`src/rtl/dram_pkg.sv`:
```
package dram_pkg;

    localparam int CNT_W = 8;

    typedef enum logic [3:0] {
        ST_IDLE,
        ST_ACT,
        ST_COL,
        ST_CP,
        ST_OPEN,
        ST_PRE,
        ST_RCSR,
        ST_RLOW,
        ST_RREC
    } seq_st_e;

    typedef struct packed {
        logic ras_n;
        logic cas_n;
        logic we_n;
        logic oe_n;
    } strobe_t;

    localparam strobe_t STB_QUIET = '{ras_n: 1'b1, cas_n: 1'b1, we_n: 1'b1, oe_n: 1'b1};

    // load value for a down-counter so the state lasts n cycles
    function automatic logic [CNT_W-1:0] span(input int n);
        return (n <= 1) ? '0 : CNT_W'(n - 1);
    endfunction

endpackage

```
`src/rtl/dram_ref_timer.sv`:
```
module dram_ref_timer #(
    parameter int ROW_W      = 10,
    parameter int REF_WINDOW = 262144
) (
    input  logic clk,
    input  logic rst,
    input  logic ref_ack,
    output logic ref_pending
);
    localparam int REF_ROWS = 1 << ROW_W;
    localparam int INTERVAL = REF_WINDOW / REF_ROWS;
    localparam int TW       = (INTERVAL > 1) ? $clog2(INTERVAL) : 1;

    logic [TW-1:0] tick_q;
    logic          wrap;

    assign wrap = (tick_q == TW'(INTERVAL - 1));

    always_ff @(posedge clk) begin
        if (rst) begin
            tick_q      <= '0;
            ref_pending <= 1'b0;
        end else begin
            tick_q <= wrap ? '0 : tick_q + 1'b1;
            if (wrap)
                ref_pending <= 1'b1;
            else if (ref_ack)
                ref_pending <= 1'b0;
        end
    end


    pend_hold_chk: assert property (@(posedge clk) disable iff (rst)
        (ref_pending && !ref_ack) |=> ref_pending);

endmodule

```
`src/rtl/dram_row_track.sv`:
```
module dram_row_track #(
    parameter int ROW_W = 10
) (
    input  logic             clk,
    input  logic             rst,
    input  logic             open_go,
    input  logic [ROW_W-1:0] open_row,
    input  logic             close_go,
    input  logic [ROW_W-1:0] req_row,
    output logic             row_open,
    output logic             row_hit
);
    logic [ROW_W-1:0] held_row_q;

    always_ff @(posedge clk) begin
        if (rst) begin
            row_open   <= 1'b0;
            held_row_q <= '0;
        end else if (close_go) begin
            row_open <= 1'b0;
        end else if (open_go) begin
            row_open   <= 1'b1;
            held_row_q <= open_row;
        end
    end

    assign row_hit = row_open && (req_row == held_row_q);

endmodule

```
`src/rtl/dram_seq.sv`:
```
module dram_seq import dram_pkg::*; #(
    parameter int ROW_W = 10,
    parameter int COL_W = 10,
    parameter int DW    = 16,
    parameter int T_RCD = 3,
    parameter int T_CAS = 2,
    parameter int T_CP  = 1,
    parameter int T_RP  = 3,
    parameter int T_CSR = 1,
    parameter int T_CBR = 4,
    localparam int AW   = (ROW_W > COL_W) ? ROW_W : COL_W
) (
    input  logic             clk,
    input  logic             rst,
    input  logic             req_fire,
    input  logic [ROW_W-1:0] req_row,
    input  logic [COL_W-1:0] req_col,
    input  logic             req_we,
    input  logic [DW-1:0]    req_wdata,
    input  logic             ref_pending,
    input  logic             row_hit,
    output logic             can_take,
    output logic             ref_ack,
    output logic             open_go,
    output logic [ROW_W-1:0] open_row,
    output logic             close_go,
    output logic             ras_n,
    output logic             cas_n,
    output logic             we_n,
    output logic             oe_n,
    output logic [AW-1:0]    dram_addr,
    output logic [DW-1:0]    dq_out,
    output logic             dq_oe,
    input  logic [DW-1:0]    dq_in,
    output logic             rd_valid,
    output logic [DW-1:0]    rd_data
);
    typedef struct packed {
        logic [ROW_W-1:0] row;
        logic [COL_W-1:0] col;
        logic             we;
        logic [DW-1:0]    data;
    } acc_t;

    seq_st_e          st_q, st_d;
    logic [CNT_W-1:0] cnt_q, cnt_d;
    logic             to_ref_q, to_ref_d;
    acc_t             cur_q, cur_d, in_acc;
    logic             done, cap;
    strobe_t          stb;

    assign in_acc   = '{row: req_row, col: req_col, we: req_we, data: req_wdata};
    assign done     = (cnt_q == '0);
    assign can_take = ((st_q == ST_IDLE) || (st_q == ST_OPEN)) && !ref_pending;

    // next-state and event logic
    always_comb begin
        st_d     = st_q;
        cnt_d    = done ? cnt_q : cnt_q - 1'b1;
        to_ref_d = to_ref_q;
        cur_d    = cur_q;
        ref_ack  = 1'b0;
        open_go  = 1'b0;
        open_row = cur_q.row;
        close_go = 1'b0;
        cap      = 1'b0;
        unique case (st_q)
            ST_IDLE: begin
                if (ref_pending) begin
                    st_d    = ST_RCSR;
                    cnt_d   = span(T_CSR);
                    ref_ack = 1'b1;
                end else if (req_fire) begin
                    cur_d    = in_acc;
                    st_d     = ST_ACT;
                    cnt_d    = span(T_RCD);
                    open_go  = 1'b1;
                    open_row = req_row;
                end
            end
            ST_ACT: begin
                if (done) begin
                    st_d  = ST_COL;
                    cnt_d = span(T_CAS);
                end
            end
            ST_COL: begin
                if (done) begin
                    st_d  = ST_CP;
                    cnt_d = span(T_CP);
                    cap   = !cur_q.we;
                end
            end
            ST_CP: begin
                if (done) st_d = ST_OPEN;
            end
            ST_OPEN: begin
                if (ref_pending) begin
                    st_d     = ST_PRE;
                    cnt_d    = span(T_RP);
                    to_ref_d = 1'b1;
                    close_go = 1'b1;
                end else if (req_fire) begin
                    cur_d = in_acc;
                    if (row_hit) begin
                        st_d  = ST_COL;
                        cnt_d = span(T_CAS);
                    end else begin
                        st_d     = ST_PRE;
                        cnt_d    = span(T_RP);
                        to_ref_d = 1'b0;
                        close_go = 1'b1;
                    end
                end
            end
            ST_PRE: begin
                if (done) begin
                    if (to_ref_q) begin
                        st_d    = ST_RCSR;
                        cnt_d   = span(T_CSR);
                        ref_ack = 1'b1;
                    end else begin
                        st_d     = ST_ACT;
                        cnt_d    = span(T_RCD);
                        open_go  = 1'b1;
                        open_row = cur_q.row;
                    end
                end
            end
            ST_RCSR: begin
                if (done) begin
                    st_d  = ST_RLOW;
                    cnt_d = span(T_CBR);
                end
            end
            ST_RLOW: begin
                if (done) begin
                    st_d  = ST_RREC;
                    cnt_d = span(T_RP);
                end
            end
            ST_RREC: begin
                if (done) st_d = ST_IDLE;
            end
            default: st_d = ST_IDLE;
        endcase
    end

    always_ff @(posedge clk) begin
        if (rst) begin
            st_q     <= ST_IDLE;
            cnt_q    <= '0;
            to_ref_q <= 1'b0;
            cur_q    <= '0;
            rd_valid <= 1'b0;
            rd_data  <= '0;
        end else begin
            st_q     <= st_d;
            cnt_q    <= cnt_d;
            to_ref_q <= to_ref_d;
            cur_q    <= cur_d;
            rd_valid <= cap;
            if (cap) rd_data <= dq_in;
        end
    end

    // strobe and address decode from the registered state
    always_comb begin
        stb       = STB_QUIET;
        dram_addr = '0;
        dq_oe     = 1'b0;
        unique case (st_q)
            ST_ACT: begin
                stb.ras_n = 1'b0;
                dram_addr = AW'(cur_q.row);
            end
            ST_COL: begin
                stb.ras_n = 1'b0;
                stb.cas_n = 1'b0;
                stb.we_n  = !cur_q.we;
                stb.oe_n  = cur_q.we;
                dram_addr = AW'(cur_q.col);
                dq_oe     = cur_q.we;
            end
            ST_CP, ST_OPEN: stb.ras_n = 1'b0;
            ST_RCSR: stb.cas_n = 1'b0;
            ST_RLOW: begin
                stb.ras_n = 1'b0;
                stb.cas_n = 1'b0;
            end
            default: stb = STB_QUIET;
        endcase
    end

    assign ras_n  = stb.ras_n;
    assign cas_n  = stb.cas_n;
    assign we_n   = stb.we_n;
    assign oe_n   = stb.oe_n;
    assign dq_out = cur_q.data;


    cbr_order_chk: assert property (@(posedge clk) disable iff (rst)
        ($fell(ras_n) && !cas_n) |-> ($past(!cas_n) && we_n));


    cas_after_row_chk: assert property (@(posedge clk) disable iff (rst)
        ($fell(cas_n) && !ras_n) |-> $past(!ras_n));


    rd_pulse_chk: assert property (@(posedge clk) disable iff (rst)
        rd_valid |=> !rd_valid);

endmodule

```
`src/rtl/dram_pm_ctrl.sv`:
```
module dram_pm_ctrl #(
    parameter int ROW_W      = 10,
    parameter int COL_W      = 10,
    parameter int DW         = 16,
    parameter int T_RCD      = 3,
    parameter int T_CAS      = 2,
    parameter int T_CP       = 1,
    parameter int T_RP       = 3,
    parameter int T_CSR      = 1,
    parameter int T_CBR      = 4,
    parameter int REF_WINDOW = 262144,
    localparam int AW        = (ROW_W > COL_W) ? ROW_W : COL_W,
    localparam int HAW       = ROW_W + COL_W
) (
    input  logic           clk,
    input  logic           rst,
    input  logic           req_valid,
    output logic           req_ready,
    input  logic           req_we,
    input  logic [HAW-1:0] req_addr,
    input  logic [DW-1:0]  req_wdata,
    output logic           rd_valid,
    output logic [DW-1:0]  rd_data,
    output logic           ras_n,
    output logic           cas_n,
    output logic           we_n,
    output logic           oe_n,
    output logic [AW-1:0]  dram_addr,
    output logic [DW-1:0]  dq_out,
    output logic           dq_oe,
    input  logic [DW-1:0]  dq_in
);
    logic             ref_pending, ref_ack;
    logic             open_go, close_go, row_open, row_hit;
    logic [ROW_W-1:0] open_row, req_row;
    logic [COL_W-1:0] req_col;

    assign req_row = req_addr[HAW-1:COL_W];
    assign req_col = req_addr[COL_W-1:0];

    dram_ref_timer #(.ROW_W(ROW_W), .REF_WINDOW(REF_WINDOW)) u_timer (
        .clk(clk), .rst(rst), .ref_ack(ref_ack), .ref_pending(ref_pending)
    );

    dram_row_track #(.ROW_W(ROW_W)) u_track (
        .clk(clk), .rst(rst), .open_go(open_go), .open_row(open_row),
        .close_go(close_go), .req_row(req_row), .row_open(row_open), .row_hit(row_hit)
    );

    dram_seq #(
        .ROW_W(ROW_W), .COL_W(COL_W), .DW(DW), .T_RCD(T_RCD), .T_CAS(T_CAS),
        .T_CP(T_CP), .T_RP(T_RP), .T_CSR(T_CSR), .T_CBR(T_CBR)
    ) u_seq (
        .clk(clk), .rst(rst), .req_fire(req_valid && req_ready),
        .req_row(req_row), .req_col(req_col), .req_we(req_we), .req_wdata(req_wdata),
        .ref_pending(ref_pending), .row_hit(row_hit), .can_take(req_ready),
        .ref_ack(ref_ack), .open_go(open_go), .open_row(open_row), .close_go(close_go),
        .ras_n(ras_n), .cas_n(cas_n), .we_n(we_n), .oe_n(oe_n), .dram_addr(dram_addr),
        .dq_out(dq_out), .dq_oe(dq_oe), .dq_in(dq_in), .rd_valid(rd_valid), .rd_data(rd_data)
    );


    reset_quiet_chk: assert property (@(posedge clk) disable iff (rst)
        $past(rst) |-> (ras_n && cas_n && we_n && oe_n && !row_open));


    hit_keeps_row_chk: assert property (@(posedge clk) disable iff (rst)
        (req_valid && req_ready && row_hit && !ras_n) |=> !ras_n);


    precharge_closes_chk: assert property (@(posedge clk) disable iff (rst)
        $rose(ras_n) |-> !row_open);


    ref_blocks_host_chk: assert property (@(posedge clk) disable iff (rst)
        (!cas_n && ras_n) |-> !req_ready);

endmodule

```
`config.mk`:
```
export PLATFORM = sky130hd
export DESIGN_NAME = dram_pm_ctrl
export DESIGN_NICKNAME = d
export VERILOG_FILES = /design/src/rtl/dram_pkg.sv /design/src/rtl/dram_ref_timer.sv /design/src/rtl/dram_row_track.sv /design/src/rtl/dram_seq.sv /design/src/rtl/dram_pm_ctrl.sv
export SDC_FILE = /design/constraint.sdc
export NUM_CORES = 1
export LEC_CHECK = 0
export ABC_CLOCK_PERIOD_IN_PS = 2200
export BUFFER_PORTS_ARGS = -buffer_cell sky130_fd_sc_hd__buf_2
export CAP_MARGIN = 20
export CELL_PAD_IN_SITES_DETAIL_PLACEMENT = 0
export CELL_PAD_IN_SITES_GLOBAL_PLACEMENT = 1
export CORE_ASPECT_RATIO = 0.8
export CORE_MARGIN = 3
export CORE_UTILIZATION = 35
export CTS_BUF_LIST = sky130_fd_sc_hd__clkbuf_2 sky130_fd_sc_hd__clkbuf_4 sky130_fd_sc_hd__clkbuf_8
export DETAILED_ROUTE_END_ITERATION = 6
export PLACE_DENSITY = 0.77
export REMOVE_ABC_BUFFERS = 1
export SYNTH_ARGS = -nofsm -noshare
export SYNTH_HDL_FRONTEND = slang
export SYNTH_HIERARCHICAL = 1
export SYNTH_SLANG_ARGS = --single-unit
```
`constraint.sdc`:
```
create_clock -name clk -period 2.2 [get_ports clk]
set_input_delay 0.11 -clock clk [delete_from_list [all_inputs] [get_ports clk]]
set_output_delay 0.11 -clock clk [all_outputs]
set_load 0.01 [all_outputs]
```
==> results summary <==
The total number of yosys warnings came out at 6. The number of placed I/O pins is 105. The horizontal die dimension came out at 127 um. The power per cell area came out at 1130 mW/mm^2. The startpoint type of the worst setup path is a flop.

The data arrival time of the worst path came out at 1.93 ns. The clock-pin slew reported for the worst setup and hold paths after clock tree synthesis came out at 0.09 ns. The worst hold slack came out at 0.0237 ns. The aggregate routed wire length is 10,800 um. The placed wire-length estimate came out at 7420 um. The cell count after placement came out at 735. The final cell count without fillers came out at 798.

The pin slew with the least headroom to its limit is 0.436 ns. The number of different library cells in the post-synthesis netlist is 43. The initial antenna violation count is 0. The worst hold path class is in -> reg. The count of nets left with antenna violations once routing finished came out at 0.

The post-synthesis cell count is 512. The vertical extent of the die came out at 103 um. In this run the register-to-register setup slack is 0.16 ns. The wire length per cell is 13.6 um. The layout filler cell count is 1,097. The overflow left after global routing is 0.

The global router's overall resource usage is 17.1%. The die covers 0.0130 mm^2. The count of pins over their slew limit came out at 0.

The critical path ends at dram_addr[9]. The routed via count divided by cell count is 4.90. The count of buffers inserted at the top-level ports is 104. The number of hold-slack violations in the final timing report is 0. The minimum clock period after layout came out at 2.04 ns. The register bit count reported by yosys came out at 87.

After synthesis the cells add up to 0.00409 mm^2. The run finished with clean final reports. In the synthesized netlist the dominant register cell turns out to be dfxtp_1. The portion of the clock cycle consumed by the worst path in the final layout came out at 92.9%. The relative area change from synthesis to final layout came out at 32.3%.

The mean cell area of the mapped netlist is 7.99 um^2. In this run the post-CTS setup repair buffer count came out at 0. The startpoint identified for the worst register-to-register timing path is u_seq/st_q[2]$_SDFFE_PP0P_.

The number of buffers added by the clock tree synthesis step came out at 9. The repair_antennas step left the layout with diodes totalling 0. IR analysis of the VDD net gives a maximum drop of 0.476 mV. The area inside the core boundary came out at 0.0111 mm^2. The total power of the final layout came out at 6.11 mW. The via count of the first global-routing pass is 3,784. In this run the tightest slew margin relative to its limit is 70.7%. The remaining routing DRC violations came out at 0.

For this run, the top clock speed supported by timing is 0.490 GHz. The number of max-cap violations came out at 0. The initial utilization of the core area, before any placement, comes to 36.7%. The clock passes through at most 2 buffers.

The fraction of final layout cells sized beyond drive strength 1 is 25.4%. The count of standard-cell rows is 34. The worst setup path startpoint is u_seq/st_q[0]$_SDFFE_PP0P_. The clock arrives with 0.0106 ns of skew. The root cell of the clock tree is clkbuf_8.

Along the worst path, the maximum fanout reaches 15. The commonest non-fill, non-tap cell in the layout is nand2_1. STA classifies the critical path endpoint as an output port. Setup violations remaining at the end of the flow were counted as 0. CTS built an H-tree with a depth of 3. Counting cells, the worst reg-to-reg path comes to 7. The top cell types in the final layout, fill and taps aside, are nand2_1 (138), buf_2 (104), dfxtp_1 (87). By startpoint and endpoint, the worst setup path is classified as reg -> out. The later-pin clock latency in the skew report is 0.36 ns. The clock drives 87 sinks.

The async set-or-reset flop fraction in the synthesized netlist came out at 0%. Yosys mapped a number of flops with a built-in enable equal to 0. The global placement routability congestion is 0.855.

The total number of nets in the final design came out at 710. The first-pass detailed-route iteration total came out at 4. The required time of the critical path came out at 2.09 ns.

For this run, the share of the core covered by cells in the final layout is 48.5%. The sequential-to-total area share from yosys stat came out at 42.6%. The clock tree from TritonCTS is built. The leakage component of the power came out at 2.21 nW. The maximum number of pins on one net before global-route repair came out at 38. The capturing point of the worst reg2reg path is u_track/held_row_q[4]$_SDFFE_PP0P_.

The first global-routing pass estimated 18,100 um of wire. Detailed routing inserted a total of 3,913 vias. After the first detailed-routing iteration, the DRC count stood at 125.
## cell usage after synthesis, types with 6 or more instances
master,number,share of area [%]
a21oi_1,75,9.2
a22o_1,10,2.1
buf_2,10,1.2
buf_4,19,3.5
clkbuf_1,18,1.7
dfxtp_1,87,43
inv_1,8,0.73
mux2_2,10,2.8
nand2_1,138,13
nand2b_1,9,1.4
nand3_1,8,0.98
nand4_1,6,0.92
nor2_1,26,2.4
nor3_1,7,0.86
o21ai_0,10,1.2
xnor2_1,14,3.0
## per-layer routing
| layer | vias to the layer above | wire length [um] | global-route usage (%) | part of all wire [%] |
|---|---|---|---|---|
| li1 | 1987 | - | - | - |
| met2 | 140 | 4900 | 28.1 | 45 |
| met3 | 8 | 841 | 6.21 | 7.8 |
| met5 | - | 0 | 0 | 0 |
| met4 | 0 | 55 | 3.13 | 0.51 |
| met1 | 1778 | 5040 | 22.0 | 47 |
## how the worst min path moves through the flow
stage,startpoint,endpoint,cells after the start
floorplan,rst,u_seq/cur_q[16]$_SDFFE_PP0P_,1
global placement,req_wdata[4],u_seq/dq_out[4]$_SDFFE_PP0P_,3
detailed placement,req_addr[0],u_seq/cur_q[17]$_SDFFE_PP0P_,3
CTS,req_addr[16],u_seq/cur_q[33]$_SDFFE_PP0P_,3
global route,req_addr[14],u_seq/cur_q[31]$_SDFFE_PP0P_,3
finish,req_addr[18],u_seq/cur_q[35]$_SDFFE_PP0P_,3
## repair_timing
| item | in CTS | in global routing |
|---|---|---|
| setup endpoints to repair | 1 | 21 |
| hold buffers | 46 | 1 |
| cloned | 0 | 0 |
| gates resized for setup | 1 | 5 |
| hold endpoints to repair | 46 | 1 |
## cell type report
cell class	count	area [um^2]	area share (%)
inverters	8	30.0	0.555
clock buffers	9	124	2.29
multi-input cells	368	2060	38.2
flip-flops and latches	87	1740	32.2
clock inverters	7	95.1	1.76
repair buffers	175	1170	21.7
well taps	144	180	3.33
## sequential cells by signal, indices dropped and copies added (netlist names)
name	flops
u_seq/cnt_q	8
u_seq/cur_q	21
u_seq/dq_out	16
u_seq/rd_data	16
u_seq/rd_valid	1
u_seq/st_q	4
u_seq/to_ref_q	1
u_timer/ref_pending	1
u_timer/tick_q	8
u_track/held_row_q	10
u_track/row_open	1
## per-stage QoR
step                worst slack (ns)  instance area [um^2]  setup TNS (ns)
global placement               0.220                  4690               0
finish                         0.157                  5410               0
detailed placement             0.212                  4690               0
CTS                           0.0146                  5380               0
floorplan                      -1.08                  3810          -12.86
global route                 -0.0111                  5410         -0.0111
## critical path: stages (launching register included)
cell and delay (ns):
dfxtp_1 0.36, buf_4 0.20, inv_1 0.14, nand3_2 0.16, nor2_2 0.20, buf_6 0.19
a22o_1 0.17, buf_2 0.14
## where the power goes
group / internal (mW) / switching, mW
clock: 0.641 / 0.582
combinational: 1.19 / 1.57
sequential: 1.89 / 0.232
## cell families (layout without fill, tap and decap cells)
group	Yosys count	after routing	synth area share, %
multiplexers	14	14	3.73
AND/OR/NAND/NOR	219	219	24.9
flip-flops	87	87	42.6
adder cells (fa/ha/maj)	5	5	1.53
buffers and inverters	57	199	7.47
XOR/XNOR	19	19	4.07
AO/OA/AOI/OAI	111	111	15.7
Power figures use the tool's default switching activity.
